--- config.mk ---
export PLATFORM = sky130hd
export DESIGN_NAME = tcam_lookup
export DESIGN_NICKNAME = d
export VERILOG_FILES = /design/src/rtl/tcam_pkg.sv /design/src/rtl/tcam_entry.sv /design/src/rtl/tcam_first_match.sv /design/src/rtl/tcam_lookup.sv
export SDC_FILE = /design/constraint.sdc
export NUM_CORES = 1
export LEC_CHECK = 0
export BUFFER_PORTS_ARGS = -buffer_cell sky130_fd_sc_hd__buf_2
export CAP_MARGIN = 5
export CELL_PAD_IN_SITES_DETAIL_PLACEMENT = 1
export CELL_PAD_IN_SITES_GLOBAL_PLACEMENT = 1
export CORE_MARGIN = 1.5
export CORE_UTILIZATION = 47
export DETAILED_ROUTE_END_ITERATION = 16
export PLACE_DENSITY = 0.78
export REMOVE_ABC_BUFFERS = 1
export SLEW_MARGIN = 20
export SYNTH_ARGS = -nofsm -noshare
export SYNTH_HDL_FRONTEND = slang
export SYNTH_SLANG_ARGS = --single-unit
--- constraint.sdc ---
create_clock -name clk -period 3.1 [get_ports clk]
set_input_delay 0.465 -clock clk [delete_from_list [all_inputs] [get_ports clk]]
set_output_delay 0.465 -clock clk [all_outputs]
set_load 0.02 [all_outputs]
--- src/rtl/tcam_pkg.sv ---
package tcam_pkg;
  localparam int unsigned DEF_ENTRIES = 4;
  localparam int unsigned DEF_KEY_W   = 5;
  localparam int unsigned DEF_PORT_W  = 3;

  // Ternary compare of one stored pattern against a key; care=1 bits compared.
  function automatic logic tern_eq(input logic [63:0] value,
                                   input logic [63:0] care,
                                   input logic [63:0] key);
    return ((value ^ key) & care) == 64'd0;
  endfunction
endpackage

--- src/rtl/tcam_entry.sv ---
module tcam_entry #(
  parameter int unsigned KEY_W  = 5,
  parameter int unsigned PORT_W = 3
) (
  input  logic              clk,
  input  logic              rst_n,
  input  logic              load,
  input  logic [KEY_W-1:0]  ld_value,
  input  logic [KEY_W-1:0]  ld_care,
  input  logic              ld_valid,
  input  logic [PORT_W-1:0] ld_port,
  input  logic [KEY_W-1:0]  key,
  output logic              hit_line,
  output logic              is_valid,
  output logic [PORT_W-1:0] port_code
);
  logic [KEY_W-1:0] value_q;
  logic [KEY_W-1:0] care_q;

  always_ff @(posedge clk or negedge rst_n) begin
    if (!rst_n) begin
      value_q   <= '0;
      care_q    <= '0;
      is_valid  <= 1'b0;
      port_code <= '0;
    end else if (load) begin
      value_q   <= ld_value;
      care_q    <= ld_care;
      is_valid  <= ld_valid;
      port_code <= ld_port;
    end
  end

  // Line starts asserted; any cared-for differing bit pulls it low.
  logic [KEY_W-1:0] diff_bits;
  assign diff_bits = (value_q ^ key) & care_q;
  assign hit_line  = is_valid && (diff_bits == '0);
endmodule

--- src/rtl/tcam_first_match.sv ---
module tcam_first_match #(
  parameter int unsigned N     = 4,
  parameter int unsigned IDX_W = 2
) (
  input  logic [N-1:0]     lines,
  output logic [N-1:0]     grant,
  output logic [IDX_W-1:0] win_idx,
  output logic             any
);
  always_comb begin
    grant   = '0;
    win_idx = '0;
    // Walk downward so the lowest set index is the last one written.
    for (int i = N - 1; i >= 0; i--) begin
      if (lines[i]) begin
        grant   = '0;
        grant[i] = 1'b1;
        win_idx = IDX_W'(i);
      end
    end
    any = |lines;
  end
endmodule

--- src/rtl/tcam_lookup.sv ---
module tcam_lookup
  import tcam_pkg::*;
#(
  parameter int unsigned ENTRIES = DEF_ENTRIES,
  parameter int unsigned KEY_W   = DEF_KEY_W,
  parameter int unsigned PORT_W  = DEF_PORT_W,
  localparam int unsigned IDX_W  = (ENTRIES > 1) ? $clog2(ENTRIES) : 1
) (
  input  logic              clk,
  input  logic              rst_n,
  input  logic              wr_en,
  input  logic [IDX_W-1:0]  wr_idx,
  input  logic [KEY_W-1:0]  wr_value,
  input  logic [KEY_W-1:0]  wr_care,
  input  logic              wr_valid,
  input  logic [PORT_W-1:0] wr_port,
  input  logic              srch_valid,
  input  logic [KEY_W-1:0]  srch_key,
  output logic              res_valid,
  output logic              res_hit,
  output logic [IDX_W-1:0]  res_idx,
  output logic [PORT_W-1:0] res_port
);
  logic [ENTRIES-1:0] match_vec;
  logic [ENTRIES-1:0] valid_vec;
  logic [ENTRIES-1:0] grant_vec;
  logic [PORT_W-1:0]  port_tab [ENTRIES];
  logic [IDX_W-1:0]   win_idx;
  logic               any_hit;
  logic [PORT_W-1:0]  win_port;

  for (genvar e = 0; e < ENTRIES; e++) begin : g_row
    logic sel;
    assign sel = wr_en && (wr_idx == IDX_W'(e));
    tcam_entry #(.KEY_W(KEY_W), .PORT_W(PORT_W)) u_row (
      .clk       (clk),
      .rst_n     (rst_n),
      .load      (sel),
      .ld_value  (wr_value),
      .ld_care   (wr_care),
      .ld_valid  (wr_valid),
      .ld_port   (wr_port),
      .key       (srch_key),
      .hit_line  (match_vec[e]),
      .is_valid  (valid_vec[e]),
      .port_code (port_tab[e])
    );
  end

  tcam_first_match #(.N(ENTRIES), .IDX_W(IDX_W)) u_enc (
    .lines   (match_vec),
    .grant   (grant_vec),
    .win_idx (win_idx),
    .any     (any_hit)
  );

  // One-hot grant selects the port code; zero grant yields zero.
  always_comb begin
    win_port = '0;
    for (int e = 0; e < ENTRIES; e++) begin
      win_port = win_port | (port_tab[e] & {PORT_W{grant_vec[e]}});
    end
  end

  always_ff @(posedge clk or negedge rst_n) begin
    if (!rst_n) begin
      res_valid <= 1'b0;
      res_hit   <= 1'b0;
      res_idx   <= '0;
      res_port  <= '0;
    end else begin
      res_valid <= srch_valid;
      if (srch_valid) begin
        res_hit  <= any_hit;
        res_idx  <= win_idx;
        res_port <= win_port;
      end
    end
  end
endmodule

==> flow_metrics.env, run 1 <==
export IMPL_outcome="finished, final reports clean"
export IMPL_layout_min_cycle_time_ns=1.88
export IMPL_total_leakage_power_uw=0.00144
export IMPL_grt_pass1_wl_um=10200
export IMPL_reg2reg_depth=5
export IMPL_r2r_start="g_row[1].u_row.value_q[2]"
export IMPL_diodes=0
export IMPL_synthTopCellsByCount="dfrtp_1, mux2_2, mux2_1"
export IMPL_clk_pin_slew_ns=0.07
export IMPL_path_cells="xor2_1, a22o_1, or3_1, a311oi_1, o21ai_1"
export IMPL_hp_class="primary input to asynchronous set/reset pin"
export IMPL_start_kind="flop"
export IMPL_synth_edf_count=0
export IMPL_post_cts_resized=0
export IMPL_clock_sinks=63
export IMPL_root_buffer="clkbuf_8"
export IMPL_hold_viol=0
export IMPL_first_pass_iters=4
export IMPL_synth_warnings=0
export IMPL_drc=0
export IMPL_io_pins=32
export IMPL_synth_area_um2=2810
export IMPL_drt_initial_drc_count=92
export IMPL_synth_top_cell_area_share_pct=56.0
export IMPL_gp_congestion=0.813
export IMPL_synth_top_family_by_area="multiplexers"
export IMPL_seq_area_frac_synth_pct=56.0
export IMPL_peakVddDrop_uv=415
export IMPL_p_total_uw=2310
export IMPL_grtUsageTotal_pct=21.6
export IMPL_fin_setup_tns_ns=0
export IMPL_coreArea_um2=5640
export IMPL_crit_required_ns=3.32
export IMPL_antenna_found_initial=0
export IMPL_synth_area_leaders="dfrtp_1, mux2_2, mux2_1"
export IMPL_grt_pass1_vias=1944
export IMPL_hpwlAfterDp_um=4350
export IMPL_yosysUniqueCellTypes=35
export IMPL_post_cts_buffers=0
export IMPL_synth_seq_cells=63
export IMPL_port_buffers=31
export IMPL_dr_wl_met2_um=3070
export IMPL_path_max_fanout=8
export IMPL_critPathSlowestCell="or3_1"
export IMPL_slew_headroom_pct=40.5
export IMPL_synth_ff_type="dfrtp_1"
export IMPL_wl_met3_um=187
export IMPL_post_route_period_util_pct=60.7
export IMPL_r2r_end="res_port[0]"
export IMPL_setup_violations=0
export IMPL_ys_async_sr_fraction_pct=100
export IMPL_cts_tree="built"
export IMPL_syn_inst=208
export IMPL_dp_cells=307
export IMPL_wire_per_inst_um=19.1
export IMPL_ant_nets=0
export IMPL_synth_adder_area_share_pct=0
export IMPL_insertion_delay_ns=0.34
export IMPL_synth_top_cell_by_area="dfrtp_1"
export IMPL_fin_nets=271
export IMPL_synth_most_common_cell="dfrtp_1"
export IMPL_fmax_mhz=532
export IMPL_final_max_slew_viol_count=0
export IMPL_grt_max_degree=64
export IMPL_synthMuxAreaShare_pct=22.4
export IMPL_drive_gt1_share_pct=34.3
export IMPL_arrival_ns=2.10
export IMPL_via_count=1829
export IMPL_crit_path_end_kind="flop"
export IMPL_slowest_delay_ns=0.49
export IMPL_area_delta_synth_final_pct=15.1
export IMPL_drt_met1_wl_um=2840
export IMPL_cts_max_level=3
export IMPL_die_y_um=80.4
export IMPL_path_class="flop to flop"
export IMPL_crit_family="compound AO/OA/AOI/OAI gates"
export IMPL_worst_pin_slew_ns=0.890
export IMPL_cts_hold_buf=0
export IMPL_skew_ns=0.00763
export IMPL_power_density_nw_per_um2=714
export IMPL_synth_compound_area_share_pct=7.87
export IMPL_cts_buffers=9
export IMPL_drt_wl_total_um=6150
export IMPL_fillers=575
export IMPL_drt_vias_per_instance=5.66
export IMPL_synth_simple_gate_area_share_pct=5.42
export IMPL_grt_overflow=0
export IMPL_postSynthAreaPerCell_um2=13.5
export IMPL_chipWidth_um=80.4
export IMPL_reg2reg_slack_ns=1.22
export IMPL_row_count=27
export IMPL_routed_top_layer="met4"
export IMPL_die_area_um2=6460
export IMPL_synth_xor_area_share_pct=6.22
export IMPL_clk_path_buf_depth=2
export IMPL_finalNonFillerCells=323
export IMPL_initial_core_util_pct=49.9
export IMPL_path_buf_inv=0
export IMPL_rsz0062_at_grt="no"
export IMPL_drv_cap=0
-- worst reg2reg max path, stage by stage, from the launching register on --
cell and delay (ns):
dfrtp_1 0.40, xor2_1 0.16, a22o_1 0.28, or3_1 0.49, a311oi_1 0.32, o21ai_1 0.11
-- cell families after synthesis --
logic type,after synthesis
AOI/OAI and AO/OA,30
xor gates and xnor gates,20
buffers and inverters,13
DFF,63
muxes,56
and+or+nand+nor,26
-- report_power, final --
part           switching (uW)  total, uW  internal [uW]  leakage, uW
logic                     276        520            243     0.000591
registers                98.6       1090            992     0.000751
clock network             312        702            390     0.000100
-- layer usage --
metal	vias up	global-route usage, %
met5	-	0
met4	0	5.69
met3	8	5.11
met2	33	35.2
met1	953	28.8
li1	835	-
-- state kept, by name, indices dropped and copies added, names as in the netlist --
| register | flops |
|---|---|
| res_hit | 1 |
| g_row.u_row.care_q | 20 |
| g_row.u_row.port_code | 12 |
| res_port | 3 |
| g_row.u_row.value_q | 20 |
| res_valid | 1 |
| g_row.u_row.is_valid | 4 |
| res_idx | 2 |
-- cells in the final DEF (no fill, tap or decap), types with 2 or more instances in the layout --
master    synthesis  routed
buf_2             1      31
o21ai_1           5       5
clkinv_2          0       3
nor2b_1           4       4
a41oi_1           3       3
a311oi_1          3       3
mux2_1           20      20
a22o_1            4       4
clkbuf_8          0      10
buf_4             0       2
a22oi_1           3       3
nand3b_1          2       2
clkbuf_1          4       2
xnor2_1           3       3
mux2_2           36      36
xor2_1           17      17
nor4_1            6       6
nand2_1           6       6
o21ai_0           4       4
dfrtp_1          63      63
inv_1             7       7
-- final cells by class --
class | instances | area (um2) | area share (%)
Inverter | 7 | 26.3 | 0.811
Sequential cell | 63 | 1580 | 48.7
Multi-Input combinational cell | 132 | 1180 | 36.6
Tap cell | 72 | 90.1 | 2.78
Clock buffer | 12 | 145 | 4.48
Timing Repair Buffer | 33 | 170 | 5.26
Clock inverter | 4 | 45.0 | 1.39
-- how the worst max path moves through the flow --
| stage | from | to | slack, ns | cells after the start |
|---|---|---|---|---|
| 5_1_grt | g_row[1].u_row.value_q[2] | res_port[2] | 1.13 | 5 |
| 6_report | g_row[1].u_row.value_q[2] | res_port[0] | 1.22 | 5 |
| 4_1_cts | g_row[1].u_row.value_q[2] | res_port[2] | 1.24 | 5 |
| 3_3_place_gp | srch_key[4] | res_port[1] | 1.09 | 6 |
| 3_5_place_dp | srch_key[2] | res_port[2] | 1.03 | 6 |
| 2_1_floorplan | wr_idx[1] | g_row[0].u_row.care_q[4] | 0.96 | 2 |
-- stage by stage --
step | setup WS [ns] | area (um2) | hold WS (ns) | utilization, %
5_1_grt | 1.13 | 3240 | 0.360 | 57.4
4_1_cts | 1.24 | 3240 | 0.328 | 57.4
3_5_place_dp | 1.03 | 3050 | 0.480 | 54.0
2_1_floorplan | 0.958 | 2780 | 0.169 | -
6_report | 1.22 | 3240 | 0.300 | 57.4
3_3_place_gp | 1.09 | 3050 | 0.469 | 54.0
(Power assumes the default switching activity.)
==> inputs of run 2 (changes only) <==
--- a/config.mk
+++ b/config.mk
@@ -5,14 +5,15 @@
 export SDC_FILE = /design/constraint.sdc
 export NUM_CORES = 1
 export LEC_CHECK = 0
+export ABC_AREA = 1
 export BUFFER_PORTS_ARGS = -buffer_cell sky130_fd_sc_hd__buf_2
 export CAP_MARGIN = 5
 export CELL_PAD_IN_SITES_DETAIL_PLACEMENT = 1
 export CELL_PAD_IN_SITES_GLOBAL_PLACEMENT = 1
 export CORE_MARGIN = 1.5
-export CORE_UTILIZATION = 47
+export CORE_UTILIZATION = 39
 export DETAILED_ROUTE_END_ITERATION = 16
-export PLACE_DENSITY = 0.78
+export PLACE_DENSITY = 0.75
 export REMOVE_ABC_BUFFERS = 1
 export SLEW_MARGIN = 20
 export SYNTH_ARGS = -nofsm -noshare
==> constraint.sdc (replaced) <==
create_clock -name clk -period 1.64 [get_ports clk]
set_input_delay 0.246 -clock clk [delete_from_list [all_inputs] [get_ports clk]]
set_output_delay 0.246 -clock clk [all_outputs]
set_load 0.02 [all_outputs]
==> run 2 against run 1 <==
Against the previous run:
- utilization down 9.9 points
- sequential cell count stayed put
- combinational power rose by 54%
- register-to-register slack got worse by 1.0 ns
- first-iteration DRC count down 9.8%
- final cell count grew 57%
- synthesized area is 3.7% higher
- fmax rose by 32%
- sequential power rose by 81%
- sequential share of layout area shrank 3.0 points
- total power increased by 86%
- global-route usage shrank 1.6 points
- largest cell class unchanged
- highest routed layer unchanged
==> flow_metrics.env, run 2 <==
export IMPL_grt_overflow=0
export IMPL_antenna_found_initial=0
export IMPL_peakVddDrop_uv=467
export IMPL_synth_warnings=0
export IMPL_initial_core_util_pct=40.2
export IMPL_hp_class="primary input to flop"
export IMPL_slowest_delay_ns=0.41
export IMPL_crit_path_end_kind="flop"
export IMPL_reg2reg_depth=7
export IMPL_r2r_start="g_row[2].u_row.value_q[2]"
export IMPL_grt_pass1_wl_um=11800
export IMPL_placed_area_um2=3210
export IMPL_synth_area_leaders="dfrtp_1, nand2_1, o21ai_0"
export IMPL_endpoint="res_idx[0]"
export IMPL_via_count=2394
export IMPL_insertion_delay_ns=0.34
export IMPL_wire_per_inst_um=13.4
export IMPL_synthTopCellsByCount="nand2_1, dfrtp_1, o21ai_0"
export IMPL_die_area_um2=8010
export IMPL_seq_area_frac_synth_pct=54.0
export IMPL_chipWidth_um=89.5
export IMPL_cts_tree="built"
export IMPL_synth_ff_type="dfrtp_1"
export IMPL_path_max_fanout=4
export IMPL_drc=0
export IMPL_min_delay_start="srch_valid"
export IMPL_path_cells="or2_1, nand3_1, nand2_1, nor2_4, nor2_2, o21ai_0, o21ai_1"
export IMPL_post_cts_buffers=0
export IMPL_worstSetupStartpoint="g_row[2].u_row.value_q[2]"
export IMPL_drv_cap=0
export IMPL_syn_inst=364
export IMPL_synth_area_um2=2920
export IMPL_fin_setup_tns_ns=0
export IMPL_dp_cells=489
export IMPL_path_class="flop to flop"
export IMPL_coreArea_um2=7250
export IMPL_crit_required_ns=1.87
export IMPL_first_pass_iters=4
export IMPL_fin_nets=427
export IMPL_drt_wl_total_um=6790
export IMPL_yosysUniqueCellTypes=24
export IMPL_layout_min_cycle_time_ns=1.42
export IMPL_finalNonFillerCells=506
export IMPL_grtUsageTotal_pct=20.0
export IMPL_gp_congestion=0.761
export IMPL_grt_max_degree=29
export IMPL_arrival_ns=1.65
export IMPL_ys_async_sr_fraction_pct=100
export IMPL_reg2reg_slack_ns=0.22
export IMPL_synth_top_cell_by_area="dfrtp_1"
export IMPL_r2r_end="res_idx[0]"
export IMPL_whs_ns=0.124
export IMPL_synth_top_cell_area_share_pct=54.0
export IMPL_final_area_um2=3450
export IMPL_diodes=0
export IMPL_clk_path_buf_depth=2
export IMPL_hpwlAfterDp_um=4850
export IMPL_cts_buffers=9
export IMPL_port_buffers=31
export IMPL_cts_max_level=3
export IMPL_fillers=921
export IMPL_reg_top3="g_row.u_row.care_q: 20 flops, g_row.u_row.value_q: 20 flops, g_row.u_row.port_code: 12 flops"
export IMPL_synth_most_common_cell="nand2_1"
export IMPL_hold_viol=0
export IMPL_total_leakage_power_uw=0.00180
export IMPL_ant_nets=0
export IMPL_fmax_mhz=703
export IMPL_critPathSlowestCell="dfrtp_1"
export IMPL_layout_common_cells="nand2_1, dfrtp_1, o21ai_0"
export IMPL_clk_pin_slew_ns=0.07
export IMPL_io_pins=32
export IMPL_power_density_nw_per_um2=1250
export IMPL_post_cts_resized=0
export IMPL_slew_headroom_pct=68.1
export IMPL_drt_vias_per_instance=4.73
export IMPL_synth_edf_count=0
export IMPL_synth_seq_cells=63
export IMPL_postSynthAreaPerCell_um2=8.02
export IMPL_die_y_um=89.5
export IMPL_drt_initial_drc_count=83
export IMPL_grt_pass1_vias=2569
export IMPL_layout_commonest_cell="nand2_1"
export IMPL_setup_violations=0
export IMPL_skew_ns=0.00851
export IMPL_outcome="finished, final reports clean"
export IMPL_post_route_period_util_pct=86.7
export IMPL_start_kind="flop"
export IMPL_clock_sinks=63
export IMPL_rsz0062_at_grt="no"
export IMPL_final_max_slew_viol_count=0
export IMPL_row_count=31
export IMPL_area_delta_synth_final_pct=18.1
export IMPL_drive_gt1_share_pct=17.0
export IMPL_p_total_uw=4300
export IMPL_root_buffer="clkbuf_8"
export IMPL_worst_pin_slew_ns=0.478
-- run 2: changes by cell type in the layout (fill, tap and decap cells not counted), sizes merged, moves of 17 or more --
cell	delta
nand2	+114
mux2	-56
o21ai	+49
inv	+42
nand3	+29
nor2	+24
xor2	-17
-- run 2: worst min-delay path by stage --
stage                                           end  cells past startpoint
final                                     res_valid                      1
after CTS                                 res_valid                      1
after detailed placement  g_row[1].u_row.value_q[2]                      1
after global placement    g_row[0].u_row.value_q[2]                      1
after global routing                      res_valid                      1
after floorplan            g_row[0].u_row.care_q[0]                      0
-- run 2: area by class of cell --
cell class | count | area, um2 | area share, %
inverters | 49 | 186 | 5.41
multi-input cells | 241 | 1100 | 31.9
clock inverters | 3 | 65.1 | 1.89
well taps | 99 | 124 | 3.59
flip-flops and latches | 63 | 1580 | 45.7
clock buffers | 13 | 159 | 4.61
repair buffers | 38 | 235 | 6.82
-- run 2: timing repair --
item                       CTS  global route
hold endpoints to repair    16             0
setup endpoints to repair    0             0
hold buffers                 1             0
-- run 2: stage by stage --
stage / util [%] / setup WS (ns)
5_1_grt: 47.5 / 0.0203
2_1_floorplan: - / 0.380
3_3_place_gp: 44.3 / 0.211
3_5_place_dp: 44.3 / 0.152
4_1_cts: 47.5 / 0.197
6_report: 47.5 / 0.218
-- run 2: report_power, final --
group          leakage (uW)  switching, uW  internal, uW
registers          0.000785            164          1810
logic              0.000900            502           297
clock network      0.000114            591           938
total               0.00180           1260          3050
-- run 2: logic make-up after synthesis --
family,count (synthesis),share of synthesized area [%]
DFF,63,54.0
AOI/OAI and AO/OA,61,10.8
and+or+nand+nor,180,26.9
buffers and inverters,60,8.23
-- run 2: layer usage --
| layer | up-vias | global-route usage (%) | wire length, um |
|---|---|---|---|
| li1 | 1213 | - | - |
| met1 | 1138 | 25.1 | 3190 |
| met2 | 32 | 34.1 | 3280 |
| met3 | 11 | 3.05 | 176 |
| met4 | 0 | 8.81 | 135 |
| met5 | - | 0 | 0 |
-- run 2: worst max-delay path: cells and delay by family, from the launching register on --
kind,cells,cell delay (ns)
AND/OR/NAND/NOR,5,0.60
flip-flops,1,0.41
AO/OA/AOI/OAI,2,0.30
